$ cat src/rtl/chop_pkg.sv
package chop_pkg;
    typedef enum logic [2:0] {
        ST_OFF,
        ST_DRIVE,
        ST_FAST,
        ST_GAP,
        ST_SLOW,
        ST_SWAP
    } chop_state_e;

    typedef struct packed {
        logic hi_a;
        logic hi_b;
        logic lo_a;
        logic lo_b;
    } gate_t;
endpackage

$ cat src/rtl/chop_timer.sv
// Saturating elapsed-cycle counter, restarted by clr.
module chop_timer #(
    parameter int W = 8
) (
    input  logic         clk,
    input  logic         rst_n,
    input  logic         clr,
    output logic [W-1:0] elapsed
);
    always_ff @(posedge clk or negedge rst_n) begin
        if (!rst_n) begin
            elapsed <= '0;
        end else if (clr) begin
            elapsed <= '0;
        end else if (elapsed != {W{1'b1}}) begin
            elapsed <= elapsed + 1'b1;
        end
    end
endmodule

$ cat src/rtl/chop_gate_map.sv
// Decodes controller state into the four bridge gate enables.
module chop_gate_map
    import chop_pkg::*;
(
    input  chop_state_e st,
    input  logic        dir,
    input  logic        zc,
    output gate_t       g
);
    always_comb begin
        g = '0;
        unique case (st)
            ST_DRIVE: begin
                if (dir) begin
                    g.hi_a = 1'b1;
                    g.lo_b = 1'b1;
                end else begin
                    g.hi_b = 1'b1;
                    g.lo_a = 1'b1;
                end
            end
            ST_FAST: begin
                if (!zc) begin
                    if (dir) begin
                        g.hi_b = 1'b1;
                        g.lo_a = 1'b1;
                    end else begin
                        g.hi_a = 1'b1;
                        g.lo_b = 1'b1;
                    end
                end
            end
            ST_SLOW: begin
                if (!zc) begin
                    g.lo_a = 1'b1;
                    g.lo_b = 1'b1;
                end
            end
            default: g = '0;
        endcase
    end
endmodule

$ cat src/rtl/hbridge_chopper.sv
module hbridge_chopper
    import chop_pkg::*;
#(
    parameter int CLK_HZ        = 50_000_000,
    parameter int OFF_NS        = 30_000,
    parameter int FAST_PERMILLE = 301,
    parameter int DEAD_NS       = 600,
    parameter int BLANK_NS      = 1_000
) (
    input  logic clk,
    input  logic rst_n,
    input  logic en,
    input  logic fault,
    input  logic phase,
    input  logic trip,
    input  logic zero_det,
    output logic gate_hi_a,
    output logic gate_hi_b,
    output logic gate_lo_a,
    output logic gate_lo_b
);
    localparam longint KHZ       = longint'(CLK_HZ) / 1000;
    localparam int     OFF_CYC   = int'(KHZ * longint'(OFF_NS) / 1_000_000);
    localparam int     FAST_CYC  = int'(longint'(OFF_CYC) * longint'(FAST_PERMILLE) / 1000);
    localparam int     DEAD_CYC  = int'(KHZ * longint'(DEAD_NS) / 1_000_000);
    localparam int     BLANK_CYC = int'(KHZ * longint'(BLANK_NS) / 1_000_000);
    localparam int     OW        = $clog2(OFF_CYC + 1);
    localparam int     BW        = $clog2(BLANK_CYC + 1);
    localparam logic [OW-1:0] FAST_END  = OW'(FAST_CYC - 1);
    localparam logic [OW-1:0] GAP_END   = OW'(FAST_CYC + DEAD_CYC - 1);
    localparam logic [OW-1:0] OFF_END   = OW'(OFF_CYC - 1);
    localparam logic [OW-1:0] SWAP_END  = OW'(DEAD_CYC - 1);
    localparam logic [BW-1:0] BLANK_LIM = BW'(BLANK_CYC);

    chop_state_e   st_q, st_d;
    logic          dir_q, zc_q;
    logic [OW-1:0] off_el;
    logic [BW-1:0] blank_el;
    logic          run_ok, entering, off_clr, blank_clr;
    gate_t         g;

    assign run_ok    = en & ~fault;
    assign entering  = (st_d != st_q);
    assign off_clr   = entering && (st_d == ST_FAST || st_d == ST_SWAP);
    assign blank_clr = entering && (st_d == ST_DRIVE);

    chop_timer #(.W(OW)) u_off_tmr (
        .clk(clk), .rst_n(rst_n), .clr(off_clr), .elapsed(off_el)
    );

    chop_timer #(.W(BW)) u_blank_tmr (
        .clk(clk), .rst_n(rst_n), .clr(blank_clr), .elapsed(blank_el)
    );

    // Next-state logic
    always_comb begin
        st_d = st_q;
        if (!run_ok) begin
            st_d = ST_OFF;                              // halt
        end else begin
            unique case (st_q)
                ST_OFF:   st_d = ST_DRIVE;              // start
                ST_DRIVE: begin
                    if (phase != dir_q)
                        st_d = ST_SWAP;                 // reverse
                    else if (trip && blank_el >= BLANK_LIM)
                        st_d = ST_FAST;                 // trip
                end
                ST_FAST:  if (off_el == FAST_END) st_d = ST_GAP;    // fast_done
                ST_GAP:   if (off_el == GAP_END)  st_d = ST_SLOW;   // gap_done
                ST_SLOW:  if (off_el == OFF_END)  st_d = ST_DRIVE;  // off_done
                ST_SWAP:  if (off_el == SWAP_END) st_d = ST_DRIVE;  // swap_done
                default:  st_d = ST_OFF;
            endcase
        end
    end

    // State register with direction and zero-current latches
    always_ff @(posedge clk or negedge rst_n) begin
        if (!rst_n) begin
            st_q  <= ST_OFF;
            dir_q <= 1'b0;
            zc_q  <= 1'b0;
        end else begin
            st_q <= st_d;
            if (blank_clr) dir_q <= phase;
            if (entering && st_d == ST_FAST)
                zc_q <= 1'b0;
            else if (zero_det && (st_q inside {ST_FAST, ST_GAP, ST_SLOW}))
                zc_q <= 1'b1;
        end
    end

    // Output decode
    chop_gate_map u_gate_map (
        .st(st_q), .dir(dir_q), .zc(zc_q), .g(g)
    );

    assign gate_hi_a = g.hi_a;
    assign gate_hi_b = g.hi_b;
    assign gate_lo_a = g.lo_a;
    assign gate_lo_b = g.lo_b;

    // Assertions
    p_no_shoot_r11: assert property (@(posedge clk) disable iff (!rst_n)
        !(gate_hi_a && gate_lo_a) && !(gate_hi_b && gate_lo_b));

    p_fault_off_r10: assert property (@(posedge clk) disable iff (!rst_n)
        (!en || fault) |=> ({gate_hi_a, gate_hi_b, gate_lo_a, gate_lo_b} == 4'b0000));

    p_blank_hold_r3: assert property (@(posedge clk) disable iff (!rst_n)
        (st_q == ST_DRIVE && blank_el < BLANK_LIM && run_ok && phase == dir_q)
        |=> st_q == ST_DRIVE);

    p_fast_hold_r4: assert property (@(posedge clk) disable iff (!rst_n)
        (st_q == ST_FAST && off_el != FAST_END && run_ok) |=> st_q == ST_FAST);

    p_gap_quiet_r5: assert property (@(posedge clk) disable iff (!rst_n)
        (st_q == ST_GAP) |-> ({gate_hi_a, gate_hi_b, gate_lo_a, gate_lo_b} == 4'b0000));

    p_zc_quiet_r7: assert property (@(posedge clk) disable iff (!rst_n)
        (zc_q && (st_q == ST_FAST || st_q == ST_SLOW))
        |-> ({gate_hi_a, gate_hi_b, gate_lo_a, gate_lo_b} == 4'b0000));

    p_swap_r8: assert property (@(posedge clk) disable iff (!rst_n)
        (st_q == ST_DRIVE && run_ok && phase != dir_q)
        |=> ({gate_hi_a, gate_hi_b, gate_lo_a, gate_lo_b} == 4'b0000));
endmodule

$ cat config.mk
export PLATFORM = sky130hd
export DESIGN_NAME = hbridge_chopper
export DESIGN_NICKNAME = d
export VERILOG_FILES = /design/src/rtl/chop_pkg.sv /design/src/rtl/chop_timer.sv /design/src/rtl/chop_gate_map.sv /design/src/rtl/hbridge_chopper.sv
export SDC_FILE = /design/constraint.sdc
export NUM_CORES = 1
export LEC_CHECK = 0
export BUFFER_PORTS_ARGS = -buffer_cell sky130_fd_sc_hd__buf_2
export CORE_AREA = 2 2 72 74
export CTS_CLUSTER_DIAMETER = 60
export DETAILED_ROUTE_END_ITERATION = 16
export DIE_AREA = 0 0 74 76
export SYNTH_ARGS = -nofsm -noshare
export SYNTH_HDL_FRONTEND = slang
export SYNTH_SLANG_ARGS = --single-unit
$ cat constraint.sdc
create_clock -name clk -period 2.1 [get_ports clk]
set_input_delay 0.105 -clock clk [delete_from_list [all_inputs] [get_ports clk]]
set_output_delay 0.105 -clock clk [all_outputs]
set_load 0.01 [all_outputs]
== Yosys cells after proc, flatten, opt, wreduce, memory -nomap -nowiden ==
Index checks and enable logic that the tools add are counted.
Storage, ports and cells
  output and inout bits: 4
  register bits: 22
  bits of input ports: 7
Cells by class
  eq/ne operators: 16
  mux-type cells: 22
  bitwise gates (word level): 2
  reduce and logical (&&, ||, !) cells: 11
  order comparisons: 1
  $add $sub $neg: 2
Operators with widths (number)
  $eq A11 B9 Y1 const B: 2
  $mux W11: 2
  $mux W3: 7
  $pmux W3 S6: 1
  $mux W6: 2
  $add A11 B1 Y11 const B: 1
  $eq A11 B11 Y1 const B: 1
  $eq A11 B5 Y1 const B: 1
  $ne A11 B11 Y1 const B: 1
  $eq A3 B2 Y1 const B: 3
  $eq A3 B3 Y1 const B: 3
  $add A6 B1 Y6 const B: 1
  $eq A3 B1 Y1 const B: 2
  $ge A6 B6 Y1 const B: 1
  $mux W2: 3
  $ne A6 B6 Y1 const B: 1
  $pmux W2 S3: 1
  $reduce_bool A2 Y1: 3
  $logic_and A1 B1 Y1: 5
  $mux W1: 4
  $mux W4: 1
  $pmux W2 S2: 1
  $logic_not A3 Y1: 1
  $ne A3 B3 Y1: 1
  5 further kinds: 5

== Longest topological paths before layout ==
  depth in word-level cells: 10
  depth in mapped cells: 9
  depth with buffers taken out: 8

== Cells and area by module ==
From an unflattened synthesis, not the netlist that was laid out.
Second synthesis, totals
  cells, all modules: 169
  area total of the unflattened synthesis: 1535.2 um^2
Modules (own cells, without submodules)
  chop_timer (u_off_tmr): instances 1, sequential area each 275.3 um^2, area an instance 599.3 um^2, cells each 60
  hbridge_chopper: instances 1, sequential area each 125.1 um^2, area an instance 531.8 um^2, cells each 67
  chop_timer (u_blank_tmr): instances 1, sequential area each 150.1 um^2, area an instance 302.8 um^2, cells each 29
  chop_gate_map: instances 1, sequential area each 0.0 um^2, area an instance 101.3 um^2, cells each 13

== Worst setup path before layout ==
No wires, ideal clock.
  kind: register -> register
  start point: register u_off_tmr.elapsed[0]
  end point: register dir_q
  data required time: 1.975 ns
  clock period less this slack: 2.160 ns
  path slack: -0.060 ns
  path buffers: 0
  arrival: 2.035 ns
  library setup time: 0.125 ns
  cell stages (with the launch flop): 8
  cells stage by stage: dfrtp_1 ha_1 nand4_1 or4_1 a31oi_1 o211ai_1 nor3_4 mux2_4
On the way
  cells in the longest elaborated chain, start to end: 6
  elaborated cells on any way between the ends: 13
  those cells by class: 6 x eq/ne; 6 x mux; 1 x reduce/logical
RTL lines
  start: declaration: line chop_timer.sv:8  | output logic [W-1:0] elapsed
  start signal: assignment: line chop_timer.sv:16  | elapsed <= elapsed + 1'b1;
  $eq A11 B5 Y1 (tied with other cells): line hbridge_chopper.sv:72  | ST_SWAP: if (off_el == SWAP_END) st_d = ST_DRIVE;
  $mux W3 (on tied branches)
  $pmux W3 S6 *: line hbridge_chopper.sv:61  | unique case (st_q)
  $mux W3 *: line hbridge_chopper.sv:58  | if (!run_ok) begin
  $ne A3 B3 Y1 or $eq A3 B1 Y1 (tied branches): line hbridge_chopper.sv:43, hbridge_chopper.sv:45
  $logic_and A1 B1 Y1 *: line hbridge_chopper.sv:45  | assign blank_clr = entering && (st_d == ST_DRIVE);
  end signal: assignment: line hbridge_chopper.sv:86  | if (blank_clr) dir_q <= phase;
  end: declaration: line hbridge_chopper.sv:36  | logic dir_q, zc_q;
Mark *: on every way between the ends. The rest lies on a longest branch, timed or not.
A chain may end at the register's enable or synchronous reset.

== Worst setup path in the final report ==
  start point: register u_off_tmr.elapsed[2]
  end point: register dir_q
The elaborated chain is that of the path after synthesis.

==> summary.md <==
### Timing
• 99.1% — fraction of the cycle the final worst path needs
• 508 ps — slew at the pin closest to its max-slew limit
• 2080 ps — clock period minus worst slack
• 66.2% — max_slew headroom
• 0 — number of hold violations in the final report
• 0 — Final setup violation count
• true — RSZ-0062 raised after global routing
• 481 MHz — f_max
• 19.7 ps — worst setup margin
• 0 — number of max-slew violations in the final report
• 2.05 ps — Max Clock Skew

### Cells and area
• 823 sq um — footprint of the multi-input gates
• 21.1% — share of layout cells above drive strength 1
• 264 — Final Non-Filler Cells
• 0 — antenna fix cells
• 208 — number of nets in the finished design
• 527 — fill count
• 551 sq um — area taken by flip-flops and latches
• 26.5% — area delta synth->final
• 1760 sq um — area of all placed cells without fillers

### Routing
• 62 — detailed router's first-iteration violation count
• 4 — iteration count of the initial detailed-routing pass
• 3.13 mm — Total Wirelength
• 0 — residual antenna-violating net count after detailed routing
• 4.72 — ratio of routed vias to standard cells
• 11.9 microns — Wirelength per Cell
• 0 — DRC Markers
• 1246 — overall via count from detail_route

### Synth
• sky130_fd_sc_hd__nor2_1 — dominant cell by count in the synthesized netlist
• sky130_fd_sc_hd__dfrtp_1 — cell type with the largest total area after synthesis
• 100% — ys async rst share
• 1400 sq um — mapped cell area
• sky130_fd_sc_hd__nor2_1 (30), sky130_fd_sc_hd__dfrtp_1 (22), sky130_fd_sc_hd__nand2_1 (12) — most used standard cells in the synthesized netlist
• sky130_fd_sc_hd__dfrtp_1 (39%), sky130_fd_sc_hd__nor2_1 (8.1%), sky130_fd_sc_hd__xor2_1 (5.7%) — top cells by area, synth
• 0 — number of flops mapped to enable cells by yosys
• 33 — library cells used by synthesis
• sky130_fd_sc_hd__dfrtp_1 — Primary FF master, synth
• 163 — count of mapped cells out of synthesis
• 176 — Synthesized Nets
• 39.5% — share of synthesized area occupied by flip-flops and latches
• 0 — YS warnings
• 8.56 sq um — Avg Cell Area, Syn
• 39.5% — top-area cell type share of the netlist area
• 22 — flip-flop and latch count after synthesis

### Placed design
• 1660 sq um — placed instance area
• 2.27 mm — Post-DP HPWL
• -10.5 ps — worst setup timing slack at the placement stage
• 258 — placed cell count
• 0.809 — Placer Congestion
• 10 — # port buffers

### Power and ir drop
• 17.2% — clock power share
• 40.1% — sequential group share of total power
• 671 uW — P_sw
• 1140 uW — internal cell power
• 0.479 mV — worst vdd ir
• 1030 nW/um^2 — total power divided by cell area
• 0.000811 uW — LEAKAGE
• 37.1% — sw frac
• 42.8% — fraction of power consumed by combinational cells

### Setup path
• 3 — crit path max fanout
• 2260 ps — required time worst endpoint
• u_off_tmr.elapsed[2]$_DFFE_PN0P_ — startpoint of the lowest-slack register-to-register path
• 20 ps — setup slack on the worst flop-to-flop path
• flip-flop to flip-flop — category of the critical setup timing path
• 6 — Worst Reg-to-Reg Cells
• 2240 ps — Critical Path AT
• flip-flop — startpoint class of the critical path
• flip-flop — type of element capturing the critical path
• dir_q$_DFFE_PN0P_ — reg-to-reg critical path endpoint

### Floorplan
• 76 microns — die height
• 28.4% — initial core utilization
• 74 microns — width of the die
• 4910 sq um — standard cell core area
• 5620 sq um — area of the die
• 26 — number of placement rows
• 11 — number of top-level design ports

### Clock tree
• 0 — number of setup buffers added after CTS
• done — CTS tree
• 80 ps — clock slew at the register clock pins of the worst setup and hold paths
• 22 — TritonCTS Sinks
• 260 ps — clock latency on the worst-skew pair
• 3 — number of buffers inserted during clock tree synthesis
• sky130_fd_sc_hd__clkbuf_8 — clock root buffer
• 2 — CTS max path bufs
• 1 — count of H-tree levels built during CTS

### Global route
• 19.9% — global-route track usage on met2
• 11.7% — global-route usage over all layers
• 23 — pin count of the biggest net entering global routing
• 1242 — number of global-route vias before repair
• 0 — number of antenna violations at the first check in global routing
• 14.5% — grt met1 use
• 0 — remaining global-route overflow
• met2 — busiest metal layer after global routing
• 3.17% — met3 track utilization from global routing
• 5.26 mm — global-route wire length before repair

### Hold path
• input port to flip-flop — worst min path class
• 2 — hold path depth
• phase — start point of the worst min-delay path
• dir_q$_DFFE_PN0P_ — Hold Path Sink

### Job
• 0 — max cap viols

### Status
• complete, no violations — outcome

## what timing repair did
action                     4_1_cts  5_1_grt
pin swaps                        0        5
setup endpoints to repair        1       18
hold endpoints to repair        22        0
cloned                           0        1
hold buffers                     1        0
resized for setup                1        7
## state kept, by name (all words and copies together) (netlist names)
| register | cells |
|---|---|
| dir_q | 1 |
| st_q | 3 |
| u_blank_tmr.elapsed | 6 |
| u_off_tmr.elapsed | 11 |
| zc_q | 1 |
## critical path, stage by stage, from the launching register on
cell,delay (ps)
sky130_fd_sc_hd__dfrtp_1,390
sky130_fd_sc_hd__nand4b_1,210
sky130_fd_sc_hd__or4_4,520
sky130_fd_sc_hd__a31oi_1,180
sky130_fd_sc_hd__o211ai_1,180
sky130_fd_sc_hd__nor3_4,180
sky130_fd_sc_hd__mux2_4,310
## cell usage in the layout, fill, tap and decap left out, types with 3 or more instances in the layout
cell type                   n
sky130_fd_sc_hd__xor2_1     9
sky130_fd_sc_hd__nand4_1    5
sky130_fd_sc_hd__xnor2_1    3
sky130_fd_sc_hd__nand2_1   12
sky130_fd_sc_hd__buf_2     10
sky130_fd_sc_hd__ha_1       6
sky130_fd_sc_hd__nor2b_1    3
sky130_fd_sc_hd__and3_1    10
sky130_fd_sc_hd__buf_4     19
sky130_fd_sc_hd__nand2b_1   5
sky130_fd_sc_hd__dfrtp_1   22
sky130_fd_sc_hd__nor4_1     3
sky130_fd_sc_hd__nor2_1    30
sky130_fd_sc_hd__nand3_1    5
sky130_fd_sc_hd__clkbuf_8   4
sky130_fd_sc_hd__inv_1      6
sky130_fd_sc_hd__o21ai_0    6
sky130_fd_sc_hd__a21oi_1    7
## power by group through the flow
stage	registers, uW	logic, uW	clock network, uW
after CTS	723	773	323
after global placement	724	753	0
after global routing	751	885	340
final	725	774	310
after detailed placement	729	761	0
after floorplan	748	421	0
## how the worst max path moves through the flow
stage                                           startpoint  cells past startpoint  slack (ps)                 to
after floorplan           u_off_tmr.elapsed[0]$_DFFE_PN0P_                      7         -60  dir_q$_DFFE_PN0P_
after global placement    u_off_tmr.elapsed[3]$_DFFE_PN0P_                      5          10  dir_q$_DFFE_PN0P_
after detailed placement  u_off_tmr.elapsed[3]$_DFFE_PN0P_                      5         -10  dir_q$_DFFE_PN0P_
after CTS                 u_off_tmr.elapsed[2]$_DFFE_PN0P_                      6          30  dir_q$_DFFE_PN0P_
after global routing      u_off_tmr.elapsed[2]$_DFFE_PN0P_                      6         -90  dir_q$_DFFE_PN0P_
final                     u_off_tmr.elapsed[2]$_DFFE_PN0P_                      6          20  dir_q$_DFFE_PN0P_
## routing by layer
| layer | part of all wire [%] | vias to the layer above | wire length, microns |
|---|---|---|---|
| met4 | 1.1 | 0 | 35 |
| met3 | 3.5 | 5 | 108 |
| li1 | - | 634 | - |
| met1 | 47 | 584 | 1480 |
| met2 | 48 | 23 | 1500 |
| met5 | 0 | - | 0 |
## per-stage QoR
stage / util (%) / TNS, ps / hold slack, ps / power [uW]
after floorplan: - / -60.4 / -191 / 1170
after global placement: 33.9 / 0 / 121 / 1480
after detailed placement: 33.9 / -10.5 / 114 / 1490
after CTS: 35.3 / 0 / 99.7 / 1820
after global routing: 35.9 / -554 / 107 / 1980
final: 35.9 / 0 / 105 / 1810
## area by class of cell
type | count | area share [%]
Inverter | 6 | 1.28
Clock buffer | 4 | 3.12
Sequential cell | 22 | 31.2
Tap cell | 70 | 4.96
Multi-Input combinational cell | 130 | 46.7
Timing Repair Buffer | 32 | 12.8
## kinds of logic (layout without fill, tap and decap cells)
kind of cell | count (synthesis) | after routing | synth area share (%)
and+or+nand+nor | 83 | 83 | 30.3
AOI/OAI and AO/OA | 26 | 26 | 11.7
DFF | 22 | 22 | 39.5
xor gates and xnor gates | 12 | 12 | 7.53
buffers and inverters | 11 | 42 | 3.05
adders and majority gates | 6 | 6 | 5.38
muxes | 3 | 3 | 2.51
(Power assumes the default switching activity.)
